File: src/rtl/gpio_chg_pkg.sv
// Shared register offsets and bit positions for the change-interrupt port.
package gpio_chg_pkg;
    localparam int unsigned REG_ADDR_W = 2;

    typedef enum logic [REG_ADDR_W-1:0] {
        REG_DATA = 2'd0,
        REG_DIR  = 2'd1,
        REG_CFG  = 2'd2,
        REG_IRQ  = 2'd3
    } reg_addr_e;

    localparam int unsigned CFG_PU_DIS_BIT    = 0;
    localparam int unsigned CFG_EDGE_RISE_BIT = 1;
    localparam int unsigned IRQ_CHG_FLAG_BIT  = 0;
    localparam int unsigned IRQ_EXT_FLAG_BIT  = 1;
    localparam int unsigned IRQ_CHG_EN_BIT    = 4;
    localparam int unsigned IRQ_EXT_EN_BIT    = 5;
endpackage

File: src/rtl/gpio_chg_sync.sv
// Multi-stage synchronizer for the pin inputs.
// Assumes: STAGES >= 1; the output lags the input by STAGES clock edges.
module gpio_chg_sync #(
    parameter int unsigned W      = 8,
    parameter int unsigned STAGES = 2
) (
    input  logic         clk,
    input  logic         rst_n,
    input  logic [W-1:0] d,
    output logic [W-1:0] q
);
    logic [W-1:0] stage [STAGES];

    // First stage samples the asynchronous pins.
    always_ff @(posedge clk) begin
        if (!rst_n) stage[0] <= '0;
        else        stage[0] <= d;
    end

    for (genvar s = 1; s < STAGES; s++) begin : g_stage
        // Each later stage re-registers the one before it.
        always_ff @(posedge clk) begin
            if (!rst_n) stage[s] <= '0;
            else        stage[s] <= stage[s-1];
        end
    end

    assign q = stage[STAGES-1];
endmodule

File: src/rtl/gpio_chg_regs.sv
// Register file and bus decode: data latch, direction, configuration and enables.
// Assumes: W >= 6 so that the configuration and IRQ bits fit in one bus word.
// Read data is combinational. Flag clears are sent to the flag owners as requests.
module gpio_chg_regs
    import gpio_chg_pkg::*;
#(
    parameter int unsigned W = 8
) (
    input  logic                  clk,
    input  logic                  rst_n,
    input  logic [REG_ADDR_W-1:0] bus_addr,
    input  logic                  bus_wr,
    input  logic                  bus_rd,
    input  logic [W-1:0]          bus_wdata,
    output logic [W-1:0]          bus_rdata,
    input  logic [W-1:0]          pin_sync,
    input  logic                  chg_flag,
    input  logic                  ext_flag,
    output logic [W-1:0]          dir,
    output logic [W-1:0]          latch,
    output logic                  pu_dis,
    output logic                  edge_rise,
    output logic                  chg_en,
    output logic                  ext_en,
    output logic                  data_access,
    output logic                  chg_clr_req,
    output logic                  ext_clr_req
);
    logic wr_data, wr_dir, wr_cfg, wr_irq, rd_data;

    // Decode the strobes against the offset.
    always_comb begin
        wr_data = bus_wr && (bus_addr == REG_DATA);
        wr_dir  = bus_wr && (bus_addr == REG_DIR);
        wr_cfg  = bus_wr && (bus_addr == REG_CFG);
        wr_irq  = bus_wr && (bus_addr == REG_IRQ);
        rd_data = bus_rd && (bus_addr == REG_DATA);
    end

    assign data_access = wr_data || rd_data;
    assign chg_clr_req = wr_irq && !bus_wdata[IRQ_CHG_FLAG_BIT];
    assign ext_clr_req = wr_irq && !bus_wdata[IRQ_EXT_FLAG_BIT];

    // Output data latch.
    always_ff @(posedge clk) begin
        if (!rst_n)       latch <= '0;
        else if (wr_data) latch <= bus_wdata;
    end

    // Direction register; all inputs after reset.
    always_ff @(posedge clk) begin
        if (!rst_n)      dir <= '1;
        else if (wr_dir) dir <= bus_wdata;
    end

    // Configuration: pull-ups off and rising edge after reset.
    always_ff @(posedge clk) begin
        if (!rst_n) begin
            pu_dis    <= 1'b1;
            edge_rise <= 1'b1;
        end else if (wr_cfg) begin
            pu_dis    <= bus_wdata[CFG_PU_DIS_BIT];
            edge_rise <= bus_wdata[CFG_EDGE_RISE_BIT];
        end
    end

    // Interrupt enable bits.
    always_ff @(posedge clk) begin
        if (!rst_n) begin
            chg_en <= 1'b0;
            ext_en <= 1'b0;
        end else if (wr_irq) begin
            chg_en <= bus_wdata[IRQ_CHG_EN_BIT];
            ext_en <= bus_wdata[IRQ_EXT_EN_BIT];
        end
    end

    // Read mux: the data view merges the pins (inputs) with the latch (outputs).
    always_comb begin
        bus_rdata = '0;
        unique case (reg_addr_e'(bus_addr))
            REG_DATA: bus_rdata = (pin_sync & dir) | (latch & ~dir);
            REG_DIR:  bus_rdata = dir;
            REG_CFG: begin
                bus_rdata[CFG_PU_DIS_BIT]    = pu_dis;
                bus_rdata[CFG_EDGE_RISE_BIT] = edge_rise;
            end
            REG_IRQ: begin
                bus_rdata[IRQ_CHG_FLAG_BIT] = chg_flag;
                bus_rdata[IRQ_EXT_FLAG_BIT] = ext_flag;
                bus_rdata[IRQ_CHG_EN_BIT]   = chg_en;
                bus_rdata[IRQ_EXT_EN_BIT]   = ext_en;
            end
            default: bus_rdata = '0;
        endcase
    end
endmodule

File: src/rtl/gpio_chg_detect.sv
// Change detector for the watched pins.
// It compares the synchronized input pins with a snapshot that is refreshed
// on every access to the data register. Any difference keeps setting the
// sticky flag, and setting takes priority over a software clear.
module gpio_chg_detect #(
    parameter int unsigned N = 4
) (
    input  logic         clk,
    input  logic         rst_n,
    input  logic [N-1:0] pin_sync,
    input  logic [N-1:0] is_input,
    input  logic         data_access,
    input  logic         clr_req,
    output logic [N-1:0] snap,
    output logic         mismatch,
    output logic         chg_flag
);
    logic [N-1:0] diff;

    // Per-pin difference, masked so that only input pins count.
    for (genvar i = 0; i < N; i++) begin : g_cmp
        assign diff[i] = is_input[i] && (pin_sync[i] != snap[i]);
    end

    assign mismatch = |diff;

    // Snapshot taken on any data register access.
    always_ff @(posedge clk) begin
        if (!rst_n)           snap <= '0;
        else if (data_access) snap <= pin_sync;
    end

    // Sticky flag; a mismatch sets it again over a clear.
    always_ff @(posedge clk) begin
        if (!rst_n)        chg_flag <= 1'b0;
        else if (mismatch) chg_flag <= 1'b1;
        else if (clr_req)  chg_flag <= 1'b0;
    end
endmodule

File: src/rtl/gpio_chg_edge.sv
// Edge detector for the external interrupt pin.
// Assumes the input is already synchronized. rise_sel picks which edge sets the flag.
module gpio_chg_edge (
    input  logic clk,
    input  logic rst_n,
    input  logic pin_bit,
    input  logic rise_sel,
    input  logic clr_req,
    output logic ext_set,
    output logic ext_flag
);
    logic prev;

    // Previous sample of the pin.
    always_ff @(posedge clk) begin
        if (!rst_n) prev <= 1'b0;
        else        prev <= pin_bit;
    end

    assign ext_set = rise_sel ? (pin_bit && !prev) : (!pin_bit && prev);

    // Sticky flag; a new edge wins over a clear in the same cycle.
    always_ff @(posedge clk) begin
        if (!rst_n)       ext_flag <= 1'b0;
        else if (ext_set) ext_flag <= 1'b1;
        else if (clr_req) ext_flag <= 1'b0;
    end
endmodule

File: src/rtl/gpio_chg_port.sv
// Top of the bidirectional port: synchronizer, registers, change detector and
// external edge detector. The pads provide pin_in; this block drives the
// per-pin enables.
module gpio_chg_port
    import gpio_chg_pkg::*;
#(
    parameter int unsigned PORT_W      = 8,
    parameter int unsigned CHG_LO      = 4,
    parameter int unsigned SYNC_STAGES = 2,
    parameter int unsigned EXT_BIT     = 0
) (
    input  logic                  clk,
    input  logic                  rst_n,
    input  logic [REG_ADDR_W-1:0] bus_addr,
    input  logic                  bus_wr,
    input  logic                  bus_rd,
    input  logic [PORT_W-1:0]     bus_wdata,
    output logic [PORT_W-1:0]     bus_rdata,
    input  logic [PORT_W-1:0]     pin_in,
    output logic [PORT_W-1:0]     pin_oe,
    output logic [PORT_W-1:0]     pin_out,
    output logic [PORT_W-1:0]     pin_pu,
    output logic                  irq_chg,
    output logic                  irq_ext
);
    localparam int unsigned CHG_N = PORT_W - CHG_LO;

    logic [PORT_W-1:0] pin_sync, dir, latch;
    logic [CHG_N-1:0]  chg_sync, snap;
    logic pu_dis, edge_rise, chg_en, ext_en;
    logic data_access, chg_clr_req, ext_clr_req;
    logic chg_flag, ext_flag, mismatch, ext_set;

    gpio_chg_sync #(.W(PORT_W), .STAGES(SYNC_STAGES)) u_sync (
        .clk(clk), .rst_n(rst_n), .d(pin_in), .q(pin_sync)
    );

    gpio_chg_regs #(.W(PORT_W)) u_regs (
        .clk(clk), .rst_n(rst_n),
        .bus_addr(bus_addr), .bus_wr(bus_wr), .bus_rd(bus_rd),
        .bus_wdata(bus_wdata), .bus_rdata(bus_rdata),
        .pin_sync(pin_sync), .chg_flag(chg_flag), .ext_flag(ext_flag),
        .dir(dir), .latch(latch), .pu_dis(pu_dis), .edge_rise(edge_rise),
        .chg_en(chg_en), .ext_en(ext_en), .data_access(data_access),
        .chg_clr_req(chg_clr_req), .ext_clr_req(ext_clr_req)
    );

    assign chg_sync = pin_sync[PORT_W-1:CHG_LO];

    gpio_chg_detect #(.N(CHG_N)) u_det (
        .clk(clk), .rst_n(rst_n),
        .pin_sync(chg_sync), .is_input(dir[PORT_W-1:CHG_LO]),
        .data_access(data_access), .clr_req(chg_clr_req),
        .snap(snap), .mismatch(mismatch), .chg_flag(chg_flag)
    );

    gpio_chg_edge u_edge (
        .clk(clk), .rst_n(rst_n),
        .pin_bit(pin_sync[EXT_BIT]), .rise_sel(edge_rise),
        .clr_req(ext_clr_req), .ext_set(ext_set), .ext_flag(ext_flag)
    );

    // Pad controls: drive when the direction bit is 0; pull up only inputs.
    always_comb begin
        pin_oe  = ~dir;
        pin_out = latch;
        pin_pu  = dir & {PORT_W{~pu_dis}};
    end

    assign irq_chg = chg_flag && chg_en;
    assign irq_ext = ext_flag && ext_en;
endmodule

File: config.mk
export PLATFORM = sky130hd
export DESIGN_NAME = gpio_chg_port
export DESIGN_NICKNAME = d
export VERILOG_FILES = /design/src/rtl/gpio_chg_pkg.sv /design/src/rtl/gpio_chg_sync.sv /design/src/rtl/gpio_chg_regs.sv /design/src/rtl/gpio_chg_detect.sv /design/src/rtl/gpio_chg_edge.sv /design/src/rtl/gpio_chg_port.sv
export SDC_FILE = /design/constraint.sdc
export NUM_CORES = 1
export LEC_CHECK = 0
export ABC_CLOCK_PERIOD_IN_PS = 2100
export BUFFER_PORTS_ARGS = -buffer_cell sky130_fd_sc_hd__buf_2
export CAP_MARGIN = 10
export CELL_PAD_IN_SITES_DETAIL_PLACEMENT = 0
export CELL_PAD_IN_SITES_GLOBAL_PLACEMENT = 1
export CORE_MARGIN = 2
export CORE_UTILIZATION = 25
export CTS_CLUSTER_DIAMETER = 50
export DETAILED_ROUTE_END_ITERATION = 12
export PLACE_DENSITY = 0.58
export SETUP_SLACK_MARGIN = 0.05
export SYNTH_ARGS = -nofsm -noshare
export SYNTH_HDL_FRONTEND = slang
export SYNTH_SLANG_ARGS = --single-unit
File: constraint.sdc
create_clock -name clk -period 2.1 [get_ports clk]
set_clock_uncertainty 0.15 [all_clocks]
set_input_delay 0.63 -clock clk [delete_from_list [all_inputs] [get_ports clk]]
set_output_delay 0.63 -clock clk [all_outputs]
set_load 0.02 [all_outputs]
# After elaboration in Yosys (flattened, before gate mapping)
# Memory sizes are Yosys's and may differ from the RTL's.
# Cells that the tools add are included.
# word_totals
register_bits	27
ramBits	16
inputBits	22
out_inout_bits	34
word_cells	63
mem_count	1
# mem_list
name	depth	width	read_ports	rd_ports_with_merged_regs	write_ports	line_no	source
u_sync.stage	2	8	2	0	2	gpio_chg_sync.sv:12	logic [W-1:0] stage [STAGES];
# op_classes
eq_ne	7
mux	13
n_bitwise	8
n_reduce_logical	24
# op_table
cell	count
8-bit bitwise AND	3
8-bit 2-to-1 mux	2
1-bit logical AND	15
8-bit inverter	1
8-bit bitwise OR	1
2-bit case mux with 2 select lines	2
2-bit case mux with 4 select lines	1
1-bit 2-to-1 mux	7
2-bit case mux with 3 select lines	1
2-bit equality test (second input constant)	2
1-bit zero test	4
1-bit inequality test	4
2-bit nonzero test	2
4-bit OR reduction	1
2-bit by 1-bit equality test with 1-bit output (second input constant)	1
2-bit zero test	1
1-bit bitwise OR	2
1-bit logical OR	1
1-bit inverter	1

# Longest topological paths before layout
# logic_depth
word_depth	5
ltp_mapped	5
mapped_depth_nobuf	3

# Hierarchy
# Synthesis repeated with hierarchy kept, for this count alone.
# hier_totals
hier_cells	218
area_unflattened_um2	1873.0
# by_module_without_submodules
module	instances	cells_each	area_each_um2	seq_area_each_um2
gpio_chg_regs	1	133	1003.5	400.4
gpio_chg_sync	1	33	446.7	320.3
gpio_chg_detect	1	24	230.2	100.1
gpio_chg_edge	1	10	100.1	40.0
gpio_chg_port	1	18	92.6	0.0

# Worst setup path after synthesis
# OpenSTA, ideal clock, no wires.
# synth_path
path_type	input to output
startpoint	input port bus_addr[0]
endpoint	output port bus_rdata[2]
arrival_ns	1.464
required_ns	1.320
path_slack_ns	-0.144
cell_stages	5
n_path_buf	2
cell_sequence	buf_2 -> buf_2 -> nor2_1 -> nand2_1 -> a21oi_1
# synth_via
elab_chain_cells	2
word_cells_on_any_way	3
classes_between	eq/ne (1); mux (1); reduce/logical (1)
# synth_lines
item	line_no	source
from (decl)	gpio_chg_port.sv:14	input logic [REG_ADDR_W-1:0] bus_addr,
2-bit by 1-bit equality test with 1-bit output / 2-bit zero test (equally long branches)	gpio_chg_regs.sv:81	unique case (reg_addr_e'(bus_addr))
2-bit case mux with 2 select lines *	gpio_chg_regs.sv:81	
to (decl)	gpio_chg_port.sv:18	output logic [PORT_W-1:0] bus_rdata,
# Every way passes the cells marked *; elsewhere a longest branch is shown, timed or not.

# Final worst setup path
# layout_path
startpoint	register u_regs.dir[1]
endpoint	output port bus_rdata[1]
# layout_via
elab_chain_cells	4
word_cells_on_any_way	5
classes_between	mux (1); bitwise (4)
# layout_lines
item	line_no	source
from (decl)	gpio_chg_regs.sv:19	output logic [W-1:0] dir,
from (signal assigned)	gpio_chg_regs.sv:53	else if (wr_dir) dir <= bus_wdata;
8-bit inverter	gpio_chg_regs.sv:82	REG_DATA: bus_rdata = (pin_sync & dir) | (latch & ~dir);
8-bit bitwise AND	gpio_chg_regs.sv:82	
8-bit bitwise OR	gpio_chg_regs.sv:82	
2-bit case mux with 4 select lines *	gpio_chg_regs.sv:81	
# Marked as above.

==> impl_metrics.toml <==
[power]
leakage_nw = 1.178
ir_drop_uv = 296.3
total_power_mw = 1.831
powerDensity_nw_per_um2 = 721.8

[clock_network]
cts.sink_count = 43
clkTransAtPathRegs_ns = 0.08
cts_root_buffer = "clkbuf_8"
cts_tree = "done"
cts_inserted_buffers = 5
htreeDepth = 2
insertion_delay_ns = 0.29
cts_buffer_depth = 2

[finish]
instances_no_fill = 339
drive_gt1_share_pct = 40.15
antennaDiodeCount = 0
final_nets = 280
area_growth_pct = 45.41

[sta]
rsz0062_at_grt = "true"
finalWorstSetupSlack_ns = -0.2193
tightest_slew_ns = 0.3853
drv_slew = 0
fmax_ghz = 0.4312
fin_crit_ns = 2.319
slew_headroom_pct = 74.22
setup_viol = 4
finalCritPeriodShare_pct = 110.4
hold_violations = 0

[setup_path]
path_class = "reg -> out"
ff2ff_path_depth = 2
startpoint_type = "flip-flop"
cp-startpoint = "u_regs.dir[1]"
critical_path.top_delay_family = "multiplexers"
cp_num_buf_inv = 1
crit_cells = 3
r2r_start = "u_sync.stage[1][5]"
endpoint_kind = "output pin"
slowest_stage = "mux4_2"
critPathMaxFanout = 2
max_stage_delay_ns = 0.47
worstSetupEndpoint = "bus_rdata[1]"
critical_path_required_ns = 1.32
cp.arrival_ns = 1.54
path_cells = "mux2_4 -> mux4_2 -> buf_6"
r2r_end = "u_det.snap[1]"
r2r_setup_slack_ns = 1.03

[route]
drc = 0
first_pass_iters = 4
ant_nets = 0
avgRoutedWirePerCell_um = 13.30
viasPerCell = 4.422
drt-initial-drc-count = 32
vias = 1499
wirelength_um = 4509

[placement]
place_inst = 330
dp_hpwl_um = 3350
gp_congestion = 0.7188
port_buffers = 55

[min_path]
min-delay-start = "u_sync.stage[0][3]"
hold_class = "reg -> reg"

[yosys]
avgSynthCellArea_um2 = 9.084
syn_nets = 214
synth_cell_types = 24
ys_warn_count = 0
ys_top_cells_by_area = "dfxtp_1 (49%), mux2i_1 (6.9%), and2_1 (6.8%)"
postSynthCellCount = 192
yosys.area.top_type = "dfxtp_1"
yosysSeqAreaShare_pct = 49.35
yosys_register_bits = 43
syn_area_um2 = 1744
synth_top_area_share_pct = 49.35

[grt]
grt_max_degree = 28
grt_util_all_layers_pct = 12.54
grt.overflow.total = 0
antenna_found_initial = 0
grt_pass1_wl_um = 7341
grt_pass1_vias = 1510

[floorplan]
dieArea_um2 = 7661
io_pins = 56
die_w_um = 87.53
core_area_um2 = 6756
fp.dieH_um = 87.53
start_util_pct = 25.81
rows = 30

[run]
maxCapViolCount = 0

[run_status]
violations = "setup timing"
outcome = "finished with violations"
==> metal layers <==
layer	share of wire [%]	up-vias	track usage, %
met4	0.80	0	3.776
met2	43	42	18.60
met3	4.5	4	3.507
li1	-	774	-
met5	0	-	0
met1	52	679	17.71
==> cell families (layout without fill, tap and decap cells) <==
| kind of cell | count (synthesis) | count (layout) | synth area share (%) |
|---|---|---|---|
| AND/OR/NAND/NOR | 72 | 72 | 20.66 |
| flip-flops | 43 | 43 | 49.35 |
| AO/OA/AOI/OAI | 36 | 36 | 12.19 |
| buffers and inverters | 21 | 88 | 5.022 |
| multiplexers | 16 | 16 | 10.76 |
| XOR/XNOR | 4 | 4 | 2.008 |
==> cell type report <==
class                           instances  area [µm²]
Fill cell                             707        4220
Multi-Input combinational cell        128       914.6
Sequential cell                        43       863.3
Timing Repair Buffer                   71       506.7
Tap cell                               80       100.1
Clock buffer                            6       82.58
Clock inverter                          2       35.03
Inverter                                9       33.78
==> cell usage after synthesis, drive strengths merged <==
cell type,n
a21oi,10
a22oi,2
a31oi,2
and2,19
and3b,1
buf,5
clkbuf,7
dfxtp,43
inv,9
mux2,2
mux2i,12
mux4,2
nand2,15
nand3,3
nand3b,2
nor2,26
nor3b,1
o211ai,8
o21a,2
o21ai,12
or2,1
or3b,4
xor2,4
==> power by group <==
group          switching, mW  leakage (nW)  internal [mW]
logic                  0.150         0.765          0.139
registers             0.0264         0.352          0.850
clock network          0.280        0.0612          0.385
==> cell usage in the layout (no fill, tap or decap), types with 5 or more instances in the layout <==
cell type / n
inv_1: 9
buf_4: 13
and2_1: 19
nand2_1: 11
mux2i_1: 12
nor2_1: 22
clkbuf_8: 6
buf_2: 46
dfxtp_1: 41
buf_12: 5
o21ai_2: 5
o21ai_0: 6
o211ai_1: 8
buf_6: 7
==> worst register-to-register path: stages (launching register included) <==
cell and delay (ns):
dfxtp_1 0.38, or3b_1 0.35, a21oi_1 0.12
==> stage by stage <==
stage	TNS [ns]	hold slack (ns)	area, µm²	worst slack [ns]	util, %
after floorplan	0	0.2619	1803	0.02797	-
after global routing	-0.7751	0.3010	2536	-0.2738	37.54
after global placement	-1.578	0.2657	2261	-0.2574	33.46
final	-0.5706	0.2816	2536	-0.2193	37.54
after detailed placement	-1.462	0.2669	2261	-0.2231	33.46
after CTS	-0.6389	0.2858	2500	-0.2305	37.00
==> worst min-delay path by stage <==
| stage | end | depth (start not counted) |
|---|---|---|
| finish | u_sync.stage[1][3] | 1 |
| global route | u_sync.stage[1][3] | 1 |
| CTS | u_sync.stage[1][2] | 1 |
| detailed placement | u_sync.stage[1][2] | 1 |
| global placement | u_sync.stage[1][7] | 1 |
| floorplan | u_sync.stage[1][0] | 1 |
==> timing repair <==
| action | CTS | global route |
|---|---|---|
| gates resized for setup | 37 | 10 |
| buffers inserted | 2 | 0 |
| setup endpoints to repair | 8 | 8 |
| gates cloned | 0 | 0 |
| hold buffers | 0 | 0 |
| pin swaps | 8 | 3 |
==> state kept, by name (all words and copies together) (netlist names) <==
register	flops
u_edge.ext_flag	1
u_regs.edge_rise	1
u_edge.prev	1
u_sync.stage	16
u_regs.dir	8
u_det.chg_flag	1
u_regs.chg_en	1
u_regs.ext_en	1
u_regs.latch	8
u_det.snap	4
u_regs.pu_dis	1
No activity file was read; power rests on OpenSTA's default activity.
